[src/rtl/pcm_tx_pkg.sv]
package pcm_tx_pkg;
  localparam int SAMPLE_W = 24;
  localparam int POS_W    = 5;

  typedef struct packed {
    logic [1:0] prec;
    logic       lsb_first;
    logic       short_slot;
    logic       right_align;
  } fmt_t;

  function automatic int unsigned word_bits(logic [1:0] prec);
    case (prec)
      2'd0:    return 16;
      2'd1:    return 18;
      2'd2:    return 20;
      default: return 24;
    endcase
  endfunction

  function automatic int unsigned slot_cycles(fmt_t f);
    return (f.short_slot && f.prec == 2'd0) ? 32'd16 : 32'd32;
  endfunction

  // Value driven at slot position pos for sample smp under format f.
  function automatic logic slot_bit(logic [SAMPLE_W-1:0] smp, logic [POS_W-1:0] pos, fmt_t f);
    int unsigned p;
    int unsigned l;
    int unsigned first;
    int unsigned k;
    int unsigned ps;
    p     = word_bits(f.prec);
    l     = slot_cycles(f);
    first = f.right_align ? (l - p) : 32'd0;
    ps    = {27'd0, pos};
    if (ps < first || ps >= first + p) return 1'b0;
    k = ps - first;
    if (f.lsb_first) return smp[SAMPLE_W - p + k];
    return smp[SAMPLE_W - 1 - k];
  endfunction
endpackage

[src/rtl/pcm_tx_clkdiv.sv]
module pcm_tx_clkdiv #(
  parameter int DIV_W = 8
) (
  input  logic             clk,
  input  logic             rst_n,
  input  logic [DIV_W-1:0] half,
  output logic             bclk,
  output logic             fall_evt
);
  logic [DIV_W-1:0] cnt;
  logic             half_done;

  assign half_done = (cnt >= half - 1'b1);
  assign fall_evt  = half_done && bclk;

  always_ff @(posedge clk or negedge rst_n) begin
    if (!rst_n) begin
      cnt  <= '0;
      bclk <= 1'b0;
    end else if (half_done) begin
      cnt  <= '0;
      bclk <= ~bclk;
    end else begin
      cnt  <= cnt + 1'b1;
    end
  end

  AST_DIV_RESTART: assert property (@(posedge clk) disable iff (!rst_n)
    !$stable(bclk) |-> (cnt == '0));
endmodule

[src/rtl/pcm_tx_seq.sv]
module pcm_tx_seq
  import pcm_tx_pkg::*;
(
  input  logic             clk,
  input  logic             rst_n,
  input  logic             fall_evt,
  input  logic [POS_W-1:0] slot_last,
  output logic             frame_start,
  output logic [POS_W-1:0] pos_nxt,
  output logic             ch_nxt,
  output logic             lrclk
);
  logic [POS_W-1:0] pos;
  logic             ch;
  logic             at_last;

  assign at_last     = (pos >= slot_last);
  assign pos_nxt     = at_last ? '0 : pos + 1'b1;
  assign ch_nxt      = at_last ? ~ch : ch;
  assign frame_start = fall_evt && ch && at_last;
  assign lrclk       = ch;

  always_ff @(posedge clk or negedge rst_n) begin
    if (!rst_n) begin
      pos <= '1;
      ch  <= 1'b1;
    end else if (fall_evt) begin
      pos <= pos_nxt;
      ch  <= ch_nxt;
    end
  end

  AST_LEFT_OPENS_AT_ZERO: assert property (@(posedge clk) disable iff (!rst_n)
    $fell(lrclk) |-> (pos == '0));
endmodule

[src/rtl/pcm_tx_ser.sv]
module pcm_tx_ser
  import pcm_tx_pkg::*;
(
  input  logic                clk,
  input  logic                rst_n,
  input  logic                fall_evt,
  input  logic                frame_start,
  input  logic                s_valid,
  input  logic [SAMPLE_W-1:0] s_left,
  input  logic [SAMPLE_W-1:0] s_right,
  input  logic                ch_nxt,
  input  logic [POS_W-1:0]    pos_nxt,
  input  fmt_t                fmt_nxt,
  output logic                sdata,
  output logic                underrun
);
  logic [SAMPLE_W-1:0] hold_l;
  logic [SAMPLE_W-1:0] hold_r;
  logic [SAMPLE_W-1:0] word_nxt;

  always_comb begin
    if (frame_start)  word_nxt = s_valid ? s_left : hold_l;
    else if (ch_nxt)  word_nxt = hold_r;
    else              word_nxt = hold_l;
  end

  always_ff @(posedge clk or negedge rst_n) begin
    if (!rst_n) begin
      hold_l   <= '0;
      hold_r   <= '0;
      sdata    <= 1'b0;
      underrun <= 1'b0;
    end else begin
      if (fall_evt) sdata <= slot_bit(word_nxt, pos_nxt, fmt_nxt);
      if (frame_start) begin
        underrun <= ~s_valid;
        if (s_valid) begin
          hold_l <= s_left;
          hold_r <= s_right;
        end
      end
    end
  end

  AST_HOLD_KEPT_ON_MISS: assert property (@(posedge clk) disable iff (!rst_n)
    (frame_start && !s_valid) |=> ($stable(hold_l) && $stable(hold_r)));
endmodule

[src/rtl/pcm_tx.sv]
module pcm_tx
  import pcm_tx_pkg::*;
#(
  parameter int DIV_W = 8
) (
  input  logic                clk,
  input  logic                rst_n,
  input  logic [DIV_W-1:0]    cfg_half_div,
  input  logic [1:0]          cfg_prec,
  input  logic                cfg_lsb_first,
  input  logic                cfg_short_slot,
  input  logic                cfg_right_align,
  input  logic                s_valid,
  output logic                s_ready,
  input  logic [SAMPLE_W-1:0] s_left,
  input  logic [SAMPLE_W-1:0] s_right,
  output logic                bclk,
  output logic                lrclk,
  output logic                sdata,
  output logic                underrun
);
  localparam logic [DIV_W-1:0] MIN_HALF = DIV_W'(1);

  fmt_t             fmt_live;
  fmt_t             fmt_act;
  fmt_t             fmt_eff;
  fmt_t             fmt_nxt;
  logic [DIV_W-1:0] half_act;
  logic [DIV_W-1:0] half_raw;
  logic [DIV_W-1:0] half_eff;
  logic             primed;
  logic             fall_evt;
  logic             frame_start;
  logic [POS_W-1:0] pos_nxt;
  logic [POS_W-1:0] slot_last;
  logic             ch_nxt;

  assign fmt_live  = '{prec: cfg_prec, lsb_first: cfg_lsb_first,
                       short_slot: cfg_short_slot, right_align: cfg_right_align};
  assign fmt_eff   = primed ? fmt_act : fmt_live;
  assign fmt_nxt   = frame_start ? fmt_live : fmt_eff;
  assign half_raw  = primed ? half_act : cfg_half_div;
  assign half_eff  = (half_raw == '0) ? MIN_HALF : half_raw;
  assign slot_last = POS_W'(slot_cycles(fmt_eff) - 1);
  assign s_ready   = frame_start;

  always_ff @(posedge clk or negedge rst_n) begin
    if (!rst_n) begin
      fmt_act  <= '0;
      half_act <= '0;
      primed   <= 1'b0;
    end else if (frame_start) begin
      fmt_act  <= fmt_live;
      half_act <= cfg_half_div;
      primed   <= 1'b1;
    end
  end

  pcm_tx_clkdiv #(.DIV_W(DIV_W)) u_div (
    .clk      (clk),
    .rst_n    (rst_n),
    .half     (half_eff),
    .bclk     (bclk),
    .fall_evt (fall_evt)
  );

  pcm_tx_seq u_seq (
    .clk         (clk),
    .rst_n       (rst_n),
    .fall_evt    (fall_evt),
    .slot_last   (slot_last),
    .frame_start (frame_start),
    .pos_nxt     (pos_nxt),
    .ch_nxt      (ch_nxt),
    .lrclk       (lrclk)
  );

  pcm_tx_ser u_ser (
    .clk         (clk),
    .rst_n       (rst_n),
    .fall_evt    (fall_evt),
    .frame_start (frame_start),
    .s_valid     (s_valid),
    .s_left      (s_left),
    .s_right     (s_right),
    .ch_nxt      (ch_nxt),
    .pos_nxt     (pos_nxt),
    .fmt_nxt     (fmt_nxt),
    .sdata       (sdata),
    .underrun    (underrun)
  );

  AST_LR_ON_BCLK_FALL: assert property (@(posedge clk) disable iff (!rst_n)
    !$stable(lrclk) |-> $fell(bclk));
  AST_SD_ON_BCLK_FALL: assert property (@(posedge clk) disable iff (!rst_n)
    !$stable(sdata) |-> $fell(bclk));
  AST_READY_IN_RIGHT_HIGH: assert property (@(posedge clk) disable iff (!rst_n)
    s_ready |-> (lrclk && bclk));
  AST_UNDERRUN_AT_FRAME: assert property (@(posedge clk) disable iff (!rst_n)
    !$stable(underrun) |-> $fell(lrclk));
  AST_FMT_HELD_IN_FRAME: assert property (@(posedge clk) disable iff (!rst_n)
    (primed && !frame_start) |=> ($stable(fmt_act) && $stable(half_act)));
endmodule

[config.mk]
export PLATFORM = sky130hd
export DESIGN_NAME = pcm_tx
export DESIGN_NICKNAME = d
export VERILOG_FILES = /design/src/rtl/pcm_tx_pkg.sv /design/src/rtl/pcm_tx_clkdiv.sv /design/src/rtl/pcm_tx_seq.sv /design/src/rtl/pcm_tx_ser.sv /design/src/rtl/pcm_tx.sv
export SDC_FILE = /design/constraint.sdc
export NUM_CORES = 1
export LEC_CHECK = 0
export CAP_MARGIN = 10
export CORE_ASPECT_RATIO = 0.5
export CORE_UTILIZATION = 61
export DETAILED_ROUTE_END_ITERATION = 7
export GPL_TIMING_DRIVEN = 0
export HOLD_SLACK_MARGIN = 0.03
export PLACE_DENSITY = 0.88
export REMOVE_ABC_BUFFERS = 1
export SETUP_SLACK_MARGIN = 0.3
export SKIP_LAST_GASP = 1
export SLEW_MARGIN = 40
export SYNTH_ARGS = -nofsm -noshare
export SYNTH_HDL_FRONTEND = slang
export SYNTH_SLANG_ARGS = --single-unit
[constraint.sdc]
create_clock -name clk -period 17.71 [get_ports clk]
set_clock_uncertainty 0.1 [all_clocks]
set_input_delay 5.313 -clock clk [delete_from_list [all_inputs] [get_ports clk]]
set_output_delay 5.313 -clock clk [all_outputs]
set_load 0.005 [all_outputs]
After elaboration in Yosys (flattened, before gate mapping)
Index checks and enable logic that the tools add are counted.

word-level totals
  register bits after elaboration = 79
  latch bits = 0
  RAM bits = 0
  bits in read-only memories = 0
  bits of input ports = 64
  output and inout port bits = 5
  logic and storage cells = 73
  memories kept = 0

cells by class
  $add $sub $neg = 10
  multiply operators = 0
  divide/modulo/power cells = 0
  order comparisons = 6
  eq/ne operators = 2
  shift-type cells = 0
  muxes and demuxes = 28
  bitwise gates (word level) = 3
  reductions and logical operators = 10

operator list
  cell                                                                            count
  24-bit two-way mux                                                              3
  32-bit adder                                                                    2
  32-bit by 6-bit less-than comparator with 1-bit output (second input constant)  2
  32-bit two-way mux                                                              2
  5-bit by 32-bit subtractor with 32-bit output (first input constant)            2
  5-bit by 32-bit greater-or-equal comparator with 1-bit output                   1
  5-bit by 32-bit less-than comparator with 1-bit output                          1
  32-bit subtractor                                                               1
  5-bit by 32-bit subtractor with 32-bit output                                   1
  8-bit two-way mux                                                               3
  5-bit two-way mux                                                               4
  1-bit two-way mux                                                               12
  4-bit one-hot mux with 3 select lines                                           1
  1-bit binary-select mux with 5-bit select                                       2
  8-bit by 1-bit adder with 8-bit output (second input constant)                  1
  8-bit greater-or-equal comparator                                               1
  8-bit zero test                                                                 1
  8-bit by 1-bit subtractor with 8-bit output (second input constant)             1
  6-bit two-way mux                                                               1
  5-bit by 1-bit adder with 5-bit output (second input constant)                  1
  5-bit greater-or-equal comparator                                               1
  1-bit logical AND                                                               5
  5-bit by 1-bit subtractor with 5-bit output (second input constant)             1
  2-bit zero test                                                                 2
  other kinds (5)                                                                 7

Depth between registers and ports, before layout
  depth after elaboration = 23
  gate-level depth with buffers = 37
  depth with buffers taken out = 35

By module
Synthesis repeated with hierarchy kept, for this count alone.

second synthesis, totals
  cells, all modules = 497
  area, all modules = 5839.4 um^2

modules (own cells, without submodules)
  module         instances  cells each  area an instance (um^2)  seq. area each (um^2)
  pcm_tx_ser     1          318         3896.2                   1251.2
  pcm_tx         1          58          763.2                    350.3
  pcm_tx_clkdiv  1          69          675.6                    225.2
  pcm_tx_seq     1          52          504.2                    157.7

Worst setup path after synthesis
Ideal clock, no wire load.

  path type = input port to output port
  start = input port cfg_half_div[2]
  end = output port s_ready
  arrival = 8.039 ns
  data required time = 12.297 ns
  setup slack = 4.258 ns
  stages on the path = 13
  path buffers = 1
  path through = o31ai_1 and3_1 nand2_1 o31a_1 ha_1 xor2_1 ha_1 and3_1 o21ai_2 a21oi_2 o21ai_4 nor2_1 clkbuf_1

on the way
  word-level cells in the longest chain between the ends = 8

ends and longest elaborated chain
  what                                             RTL line             text
  start: declaration                               pcm_tx.sv:8          input logic [DIV_W-1:0] cfg_half_div,
  8-bit two-way mux (*)                            pcm_tx.sv:42         assign half_raw = primed ? half_act : cfg_half_div;
  8-bit zero test                                  pcm_tx.sv:43         assign half_eff = (half_raw == '0) ? MIN_HALF : half_raw;
  8-bit two-way mux (*)                            pcm_tx.sv:43
  8-bit by 1-bit subtractor with 8-bit output (*)  pcm_tx_clkdiv.sv:13  assign half_done = (cnt >= half - 1'b1);
  8-bit greater-or-equal comparator (*)            pcm_tx_clkdiv.sv:13
  1-bit logical AND (*)                            pcm_tx_clkdiv.sv:14  assign fall_evt = half_done && bclk;
  1-bit logical AND (*) (2 in series)              pcm_tx_seq.sv:20     assign frame_start = fall_evt && ch && at_last;
  end: declaration                                 pcm_tx.sv:14         output logic s_ready,

Every way passes the cells marked *; elsewhere a longest branch is shown, timed or not.

Worst setup path in the final report
Ends and elaborated chain as after synthesis.

==> results.md <==
* Pins Over Slew Limit at 0
* Post-synthesis register bit count at 79
* Min Tclk post-route at 14,880 ps
* Number of cell rows at 24
* Post-placement cell count at 805
* Max transition margin at 0.459
* Achievable Freq at 0.0672 GHz
* Number of max-cap violations at 0
* Fillers at 623
* Yosys cell types at 67
* Via Count at 4,905
* Die Area at 0.00955 mm^2
* Setup TNS at 0 ps
* Synthesized area at 0.00558 mm^2
* Reg2reg path depth at 32
* Final core occ at 0.765
* CP Capture Type: primary output
* Clock buffer depth at 2
* Peak VDD IR at 0.0000788 V
* Final setup fails at 0
* Area growth syn-to-layout at 20.8%
* Initial Util at 0.634
* DP Area at 0.00641 mm^2
* # nets final at 798
* Routed Antenna Nets at 0
* Hold-fix buffers at CTS at 0
* Leak at 3.27 nW
* Worst Path Required at 12,300 ps
* Startpoint type of the worst setup path: primary input
* Clk sink count at 79
* Ports at 69
* Pwr Total at 769 uW
* Worst reg2reg setup slack at 9300 ps
* Setup bufs post-CTS at 0
* Hold Path Depth at 2
* DR pass1 iterations at 5
* CTS clk-pin slew, worst paths at 60 ps
* Synth Warn # at 0
* I/O Buffers at 68
* Initial antenna violation count at 0
* Crit share post-route at 0.840
* H-Tree Level Count at 3
* CTS tree: done
* # diodes at 0
* Via density at 5.97
* GRT Overall Usage at 0.306
* Final Hold Fails at 0
* Largest net degree at the start of global routing at 61
* Commonest cells after routing, fill and taps aside: nand2_1 (174), dfrtp_1 (73), clkdlybuf4s50_1 (67)
* Core outline area at 0.00880 mm^2
* Post-CTS sizing at 0
* Fin worst setup slack at 2830 ps
* Dpl hpwl at 9.85 mm
* Drt wl/cell at 16.7 um
* Clk Latency, worst-skew pair at 340 ps
* Syn_area_per_cell at 8.62 um^2
* Post-route design area at 0.00673 mm^2
* DRT iter0 DRCs at 454
* Clock Tree Root: clkbuf_16
* Die Width at 137 um
* Critical path peak fanout at 15
* Share of cells above drive strength 1 at 0.102
* Hold Slack at 378 ps
* Total CTS buffers at 9
* Post-synth EDFFs at 0
* Chip height at 69.6 um
* Final Non-Filler Cells at 821
* Hold Path End: u_ser.hold_l[12]
* Async SR Flop Fraction at 1.00
* Reg2Reg Launch Point: primed
* Critical path class: primary input to primary output
* Status: completed
* Post-synthesis sequential area ratio at 0.356
* Syn Inst Count at 647
* FF/Latch Area at 0.00198 mm^2
* Total gr overflow at 0
* First-pass GRT wire length at 22.9 mm
* WP data arrival at 9470 ps
* PwrDens at 114 mW/mm^2
* Multi-input gate area at 0.00340 mm^2
* Unrepaired setup endpoints after global routing: false
* GPL Wtd Cong at 0.923
* Hold_sp: u_ser.hold_l[12]
* Main synth FF type: dfrtp_1
* Vias in the first global route at 4,795
* Routed WL at 13.7 mm
* DRC Markers at 0
* Slew @ Worst Pin at 806 ps
* Hold Path Class: register to register
* Setup WS pre-CTS at 2860 ps
* Most common cell after layout, fill and taps aside: nand2_1
* Worst R2R End: u_ser.sdata
-- registers in the layout, summed over array words and instances, names as in the netlist, 5 cells and up --
name and cells:
u_seq.pos 5, u_ser.hold_r 24, u_div.cnt 8, u_ser.hold_l 24, fmt_act 5, half_act 8
-- where the power goes --
part | total [mW] | internal, mW | switching [mW] | leakage, nW
Combinational | 0.354 | 0.147 | 0.207 | 2.05
Clock | 0.204 | 0.131 | 0.0729 | 0.160
Sequential | 0.211 | 0.194 | 0.0168 | 1.07
-- cell usage after synthesis, types with 6 or more instances --
| cell type | count | area share |
|---|---|---|
| mux2i_1 | 30 | 0.054 |
| nand2_1 | 174 | 0.12 |
| o31ai_1 | 6 | 0.0081 |
| mux2_2 | 18 | 0.036 |
| buf_2 | 11 | 0.0099 |
| o22ai_1 | 7 | 0.0079 |
| inv_1 | 21 | 0.014 |
| ha_1 | 33 | 0.074 |
| o221ai_1 | 12 | 0.019 |
| xnor2_1 | 9 | 0.014 |
| dfrtp_1 | 73 | 0.33 |
| clkbuf_1 | 16 | 0.011 |
| nand3_1 | 14 | 0.013 |
| dfstp_2 | 6 | 0.028 |
| nand2b_1 | 8 | 0.0090 |
| a21oi_1 | 17 | 0.015 |
| o211ai_1 | 6 | 0.0081 |
| o21ai_0 | 30 | 0.027 |
| nor2_1 | 49 | 0.033 |
| xor2_1 | 15 | 0.024 |
-- critical path, stage by stage --
cell,delay [ps]
clkdlybuf4s50_1,460
o31ai_1,450
and3_1,250
nand2_1,70
o31a_1,340
nand2_1,130
nor2_1,60
xor2_1,120
mux2i_1,90
ha_1,350
a21o_1,160
o31ai_4,90
a21oi_2,200
o21ai_4,160
nor2_2,580
clkdlybuf4s50_1,630
-- layer usage --
metal  vias to the layer above  track usage  share of wire
li1                       2357            -              -
met4                         0       0.0806          0.011
met5                         -            0              0
met3                        24       0.0738          0.073
met2                       185        0.508           0.47
met1                      2339        0.399           0.44
-- cell type report --
type,instances,area share
flip-flops and latches,79,0.295
multi-input cells,515,0.505
clock inverters,3,0.00966
well taps,117,0.0217
inverters,21,0.0117
repair buffers,73,0.119
clock buffers,13,0.0386
-- logic make-up (layout without fill, tap and decap cells) --
| group | after synthesis | count (layout) | synth area share |
|---|---|---|---|
| AOI/OAI and AO/OA | 128 | 128 | 0.168 |
| xor gates and xnor gates | 27 | 27 | 0.0485 |
| adders and majority gates | 35 | 35 | 0.0812 |
| buffers and inverters | 53 | 110 | 0.0408 |
| DFF | 79 | 79 | 0.356 |
| muxes | 50 | 50 | 0.0956 |
| and+or+nand+nor | 275 | 275 | 0.210 |
-- how the worst max path moves through the flow --
stage	start	to	depth (start not counted)
2_1_floorplan	cfg_half_div[2]	s_ready	12
3_3_place_gp	cfg_half_div[2]	s_ready	16
3_5_place_dp	cfg_half_div[2]	s_ready	16
4_1_cts	cfg_half_div[2]	s_ready	16
5_1_grt	cfg_half_div[2]	s_ready	16
6_report	cfg_half_div[2]	s_ready	16
(Power assumes the default switching activity.)
